--- config.mk ---
export PLATFORM = sky130hd
export DESIGN_NAME = prune_brev_agen
export DESIGN_NICKNAME = d
export VERILOG_FILES = /design/src/rtl/brev_agen_pkg.sv /design/src/rtl/brev_order_calc.sv /design/src/rtl/brev_reverse.sv /design/src/rtl/brev_pick.sv /design/src/rtl/prune_brev_agen.sv
export SDC_FILE = /design/constraint.sdc
export NUM_CORES = 1
export LEC_CHECK = 0
export ABC_CLOCK_PERIOD_IN_PS = 16050
export BUFFER_PORTS_ARGS = -buffer_cell sky130_fd_sc_hd__buf_2
export CAP_MARGIN = 40
export CORE_MARGIN = 3
export CORE_UTILIZATION = 39
export DETAILED_ROUTE_END_ITERATION = 8
export GPL_ROUTABILITY_DRIVEN = 0
export PLACE_DENSITY = 0.65
export SLEW_MARGIN = 30
export SYNTH_ARGS = -nofsm -noshare
export SYNTH_HDL_FRONTEND = slang
export SYNTH_SLANG_ARGS = --single-unit
--- constraint.sdc ---
create_clock -name clk -period 16.05 [get_ports clk]
set_clock_uncertainty 0.05 [all_clocks]
set_input_delay 0 -clock clk [delete_from_list [all_inputs] [get_ports clk]]
set_output_delay 0 -clock clk [all_outputs]
set_load 0.005 [all_outputs]
--- src/rtl/brev_agen_pkg.sv ---
package brev_agen_pkg;

   typedef enum logic [1:0] {
      ST_IDLE  = 2'd0,
      ST_RUN   = 2'd1,
      ST_DRAIN = 2'd2
   } agen_state_e;

   // number of candidates examined per cycle by the lookahead
   localparam int unsigned LOOKAHEAD = 2;

endpackage

--- src/rtl/brev_order_calc.sv ---
module brev_order_calc #(
   parameter int unsigned ADDR_W = 12,
   parameter int unsigned LEN_W  = ADDR_W + 1,
   parameter int unsigned ORD_W  = $clog2(ADDR_W + 1)
) (
   input  logic [LEN_W-1:0] len_i,
   output logic [ORD_W-1:0] order_o,
   output logic             len_ok_o
);

   localparam logic [LEN_W-1:0] MIN_LEN = LEN_W'(2);
   localparam logic [LEN_W-1:0] MAX_LEN = {1'b1, {ADDR_W{1'b0}}};

   logic [LEN_W-1:0] len_m1;

   assign len_m1 = len_i - LEN_W'(1);

   // order = bit length of (L-1): smallest n with L <= 2^n
   always_comb begin
      order_o = '0;
      for (int i = 0; i < ADDR_W; i++) begin
         if ((len_m1 >> i) != '0) order_o = ORD_W'(i + 1);
      end
   end

   assign len_ok_o = (len_i >= MIN_LEN) && (len_i <= MAX_LEN);

endmodule

--- src/rtl/brev_reverse.sv ---
module brev_reverse #(
   parameter int unsigned ADDR_W = 12,
   parameter int unsigned ORD_W  = $clog2(ADDR_W + 1)
) (
   input  logic [ADDR_W-1:0] idx_i,
   input  logic [ORD_W-1:0]  order_i,
   output logic [ADDR_W-1:0] rev_o
);

   localparam logic [ORD_W-1:0] FULL_ORD = ORD_W'(ADDR_W);

   logic [ADDR_W-1:0] full_rev;
   logic [ORD_W-1:0]  shamt;

   // mirror all ADDR_W bits, then drop the unused low end
   for (genvar b = 0; b < ADDR_W; b++) begin : g_mirror
      assign full_rev[b] = idx_i[ADDR_W-1-b];
   end

   assign shamt = FULL_ORD - order_i;
   assign rev_o = full_rev >> shamt;

endmodule

--- src/rtl/brev_pick.sv ---
module brev_pick
   import brev_agen_pkg::*;
#(
   parameter int unsigned ADDR_W = 12,
   parameter int unsigned LEN_W  = ADDR_W + 1,
   parameter int unsigned ORD_W  = $clog2(ADDR_W + 1)
) (
   input  logic [ADDR_W-1:0] cand_i,
   input  logic [ORD_W-1:0]  order_i,
   input  logic [LEN_W-1:0]  len_i,
   output logic [ADDR_W-1:0] addr_o,
   output logic [1:0]        step_o
);

   logic [ADDR_W-1:0] rev_v [LOOKAHEAD];
   logic [LOOKAHEAD-1:0] keep_v;

   for (genvar k = 0; k < LOOKAHEAD; k++) begin : g_cand
      logic [ADDR_W-1:0] idx_k;
      assign idx_k = cand_i + ADDR_W'(k);

      brev_reverse #(
         .ADDR_W (ADDR_W),
         .ORD_W  (ORD_W)
      ) u_rev (
         .idx_i   (idx_k),
         .order_i (order_i),
         .rev_o   (rev_v[k])
      );

      assign keep_v[k] = ({1'b0, rev_v[k]} < len_i);
   end

   // the second candidate is taken only when the first is pruned;
   // it is guaranteed to survive because one of the two is even
   always_comb begin
      if (keep_v[0]) begin
         addr_o = rev_v[0];
         step_o = 2'd1;
      end else begin
         addr_o = rev_v[1];
         step_o = 2'd2;
      end
   end

endmodule

--- src/rtl/prune_brev_agen.sv ---
module prune_brev_agen
   import brev_agen_pkg::*;
#(
   parameter int unsigned ADDR_W = 12
) (
   input  logic              clk,
   input  logic              rst_n,
   input  logic              start_i,
   input  logic [ADDR_W:0]   len_i,
   input  logic              ready_i,
   output logic              busy_o,
   output logic              valid_o,
   output logic              last_o,
   output logic [ADDR_W-1:0] addr_o
);

   localparam int unsigned LEN_W = ADDR_W + 1;
   localparam int unsigned ORD_W = $clog2(ADDR_W + 1);

   if (ADDR_W < 1 || ADDR_W > 24) begin : g_bad_width
      $error("prune_brev_agen: ADDR_W out of supported range");
   end
   if (LOOKAHEAD != 2) begin : g_bad_lookahead
      $error("prune_brev_agen: lookahead must be two candidates");
   end

   agen_state_e       state_q;
   logic [LEN_W-1:0]  len_r;
   logic [ORD_W-1:0]  ord_r;
   logic [ADDR_W-1:0] cand_r;
   logic [LEN_W-1:0]  left_r;

   logic [ORD_W-1:0]  ord_in;
   logic              len_ok;
   logic [ADDR_W-1:0] pick_addr;
   logic [1:0]        pick_step;
   logic              accept;
   logic              load;
   logic              final_load;

   brev_order_calc #(
      .ADDR_W (ADDR_W),
      .LEN_W  (LEN_W),
      .ORD_W  (ORD_W)
   ) u_order (
      .len_i    (len_i),
      .order_o  (ord_in),
      .len_ok_o (len_ok)
   );

   brev_pick #(
      .ADDR_W (ADDR_W),
      .LEN_W  (LEN_W),
      .ORD_W  (ORD_W)
   ) u_pick (
      .cand_i  (cand_r),
      .order_i (ord_r),
      .len_i   (len_r),
      .addr_o  (pick_addr),
      .step_o  (pick_step)
   );

   assign accept     = (state_q == ST_IDLE) && start_i && len_ok;
   assign load       = (state_q == ST_RUN) && (!valid_o || ready_i);
   assign final_load = load && (left_r == LEN_W'(1));

   always_ff @(posedge clk or negedge rst_n) begin
      if (!rst_n) begin
         state_q <= ST_IDLE;
         len_r   <= '0;
         ord_r   <= '0;
         cand_r  <= '0;
         left_r  <= '0;
      end else begin
         unique case (state_q)
            ST_IDLE: begin
               if (accept) begin
                  len_r   <= len_i;
                  ord_r   <= ord_in;
                  cand_r  <= '0;
                  left_r  <= len_i;
                  state_q <= ST_RUN;
               end
            end
            ST_RUN: begin
               if (load) begin
                  cand_r <= cand_r + ADDR_W'(pick_step);
                  left_r <= left_r - LEN_W'(1);
                  if (final_load) state_q <= ST_DRAIN;
               end
            end
            ST_DRAIN: begin
               if (ready_i) state_q <= ST_IDLE;
            end
            default: state_q <= ST_IDLE;
         endcase
      end
   end

   always_ff @(posedge clk or negedge rst_n) begin
      if (!rst_n) begin
         valid_o <= 1'b0;
         last_o  <= 1'b0;
         addr_o  <= '0;
      end else if (load) begin
         valid_o <= 1'b1;
         last_o  <= final_load;
         addr_o  <= pick_addr;
      end else if (valid_o && ready_i) begin
         valid_o <= 1'b0;
         last_o  <= 1'b0;
      end
   end

   assign busy_o = (state_q != ST_IDLE);

endmodule


==> impl_metrics.env <==
export IMPL_status="finished clean"
export IMPL_critPathLaunchType="flop"
export IMPL_rows=39
export IMPL_finalSetupViolations=0
export IMPL_wirelength_um=13440
export IMPL_cts_htree_levels=3
export IMPL_fin_ws_ps=10030
export IMPL_numPortBuffers=31
export IMPL_synthFlopType="dfrtp_1"
export IMPL_ys_ff_latch=58
export IMPL_grt_pass1_wl_um=22030
export IMPL_dr_total_vias=4762
export IMPL_hpwl_um=9501
export IMPL_drv_slew=0
export IMPL_syn_avg_cell_area_um2=7.714
export IMPL_fp_dieW_um=116.5
export IMPL_die_area_mm2=0.01357
export IMPL_post_place_ws_ps=9740
export IMPL_routedWlPerCell_um=16.99
export IMPL_finalSetupTns_ps=0
export IMPL_dr_pass1_iters=5
export IMPL_cp_arrival_ps=6170
export IMPL_fmax_mhz=166.2
export IMPL_grt_max_degree=59
export IMPL_initial_utilization_pct=40.81
export IMPL_timing_final_crit_share_pct=37.48
export IMPL_async_flop_share_pct=100.0
export IMPL_final_hold_viol_count=0
export IMPL_powerDensity_mw_per_mm2=188.5
export IMPL_synth_edf_count=0
export IMPL_critPathMaxFanout=37
export IMPL_drv_cap=0
export IMPL_synth_common_cells="nand2_1, nor2_1, dfrtp_1"
export IMPL_worstMarginPinSlew_ps=786.3
export IMPL_finish_utilization_pct=46.71
export IMPL_drive_gt1_share_pct=11.11
export IMPL_antenna_cells=0
export IMPL_fin_crit_ps=6016
export IMPL_clock_sinks=58
export IMPL_cts_root_buf="clkbuf_16"
export IMPL_grt_setup_unrepaired="no"
export IMPL_final_nets=680
export IMPL_post_cts_buffers=0
export IMPL_ys_seq_area_share_pct=30.49
export IMPL_worstSkewPairLatency_ps=330
export IMPL_maxSlewHeadroom_pct=47.32
export IMPL_min_delay_path_class="in2reg"
export IMPL_antenna_left=0
export IMPL_drt_initial_drc_count=352
export IMPL_yosysMostFrequentCell="nand2_1"
export IMPL_syn_inst=617
export IMPL_hold_buffers=15
export IMPL_die_height_um=116.5
export IMPL_drc_errors=0
export IMPL_synthesis_nets=654
export IMPL_cts_repair_resized=0
export IMPL_area_growth_pct=14.46
export IMPL_worstPathRequired_ps=16200
export IMPL_synth_distinct_cells=76
export IMPL_antenna_found_initial=0
export IMPL_p_leak_nw=2.318
export IMPL_cts_tree="done"
export IMPL_track_usage_pct=20.33
export IMPL_endpoint_kind="flop"
export IMPL_synth_top_area_cell="dfrtp_1"
export IMPL_synth_top_cell_area_share_pct=30.49
export IMPL_path_class="reg2reg"
export IMPL_cts_buffers=9
export IMPL_vdd_ir_drop_worst_mv=0.09100
export IMPL_viasPerCell=6.020
export IMPL_netlist_area_mm2=0.004760
export IMPL_ys_warn_count=0
export IMPL_core_region_area_mm2=0.01166
export IMPL_cts_buffer_depth=2
export IMPL_ioPinCount=32
export IMPL_clkTransAtPathRegs_ps=60
export IMPL_globalRouteOverflowTotal=0
export IMPL_grt_pass1_vias=4394
export IMPL_synthTopCellsByArea="dfrtp_1, nand2_1, nor2_1"
stage by stage:
stage | power (mW) | instances | area, µm² | hold WS, ps
6_report | 1.027 | 791 | 5448 | 35.03
2_1_floorplan | 0.6771 | 617 | 4760 | -345.6
3_5_place_dp | 0.8215 | 756 | 4957 | 154.2
4_1_cts | 1.008 | 787 | 5389 | 22.32
5_1_grt | 1.112 | 791 | 5448 | 60.66
3_3_place_gp | 0.8065 | 755 | 4952 | 146.8
power by group:
part | internal, mW | switching (mW) | leakage [nW]
sequential | 0.201 | 0.0554 | 0.724
combinational | 0.229 | 0.362 | 1.46
clock | 0.108 | 0.0709 | 0.134
cell families after synthesis:
| family | count (synthesis) | share of synthesized area (%) |
|---|---|---|
| AO/OA/AOI/OAI | 172 | 24.13 |
| buffers and inverters | 68 | 6.046 |
| multiplexers | 26 | 5.599 |
| adder cells (fa/ha/maj) | 20 | 5.415 |
| AND/OR/NAND/NOR | 255 | 24.84 |
| XOR/XNOR | 18 | 3.470 |
| flip-flops | 58 | 30.49 |
worst paths after layout:
check                                  startpoint                      to  slack [ps]  cells past startpoint
max                          ord_r[0]$_DFFE_PN0P_   cand_r[8]$_DFFE_PN0P_       10030                     23
min                                       start_i  state_q[0]$_DFFE_PN0P_          40                      3
max reg2reg                  ord_r[0]$_DFFE_PN0P_   cand_r[8]$_DFFE_PN0P_       10030                     23
min reg2reg                addr_o[11]$_DFFE_PN0P_  addr_o[11]$_DFFE_PN0P_         430                      2
max in group asynchronous                   rst_n   cand_r[1]$_DFFE_PN0P_       15290                      4
min in group asynchronous                   rst_n   cand_r[5]$_DFFE_PN0P_         170                      3
flip-flops by register name, indices dropped and copies added, names as in the netlist:
register and cells:
ord_r 4, addr_o 12, valid_o 1, len_r 13, last_o 1, state_q 2
left_r 13, cand_r 12
layer usage:
layer	vias to the layer above	track usage, %	share of wire, %
met1	2269	28.31	46
met2	185	30.32	45
li1	2270	-	-
met5	-	0	0
met3	38	4.663	6.7
met4	0	8.507	2.9
layout make-up:
type	instances	area, µm²
fillers	1138	6215
multi-input cells	491	3020
flip-flops and latches	58	1451
repair buffers	58	421.7
clock buffers	10	239.0
well taps	143	178.9
inverters	25	93.84
clock inverters	6	42.54
layout by cell type (no fill, tap or decap), types with 15 or more instances in the layout:
master         count
o21ai_1           26
dfrtp_1           58
mux2i_1           21
ha_1              19
nand2_1           84
nor2_1            78
nand3_1           23
dlygate4sd3_1     15
inv_1             23
o21ai_0           26
buf_2             32
a21oi_1           33
critical path, stage by stage, from the launching register on:
cell	delay [ps]
dfrtp_1	330
buf_4	360
inv_2	300
ha_1	550
buf_8	220
mux2i_1	240
nor2_1	70
a31oi_1	360
a211oi_1	200
ha_1	220
a21o_1	170
a21o_1	170
a211oi_1	210
o21ai_0	160
a211o_1	280
o21a_1	310
inv_2	300
ha_1	230
inv_1	60
fa_1	350
nor2_1	320
nand4_1	170
xor2_1	190
nor2_1	50
Note: power is estimated with default switching activity, not from simulation.
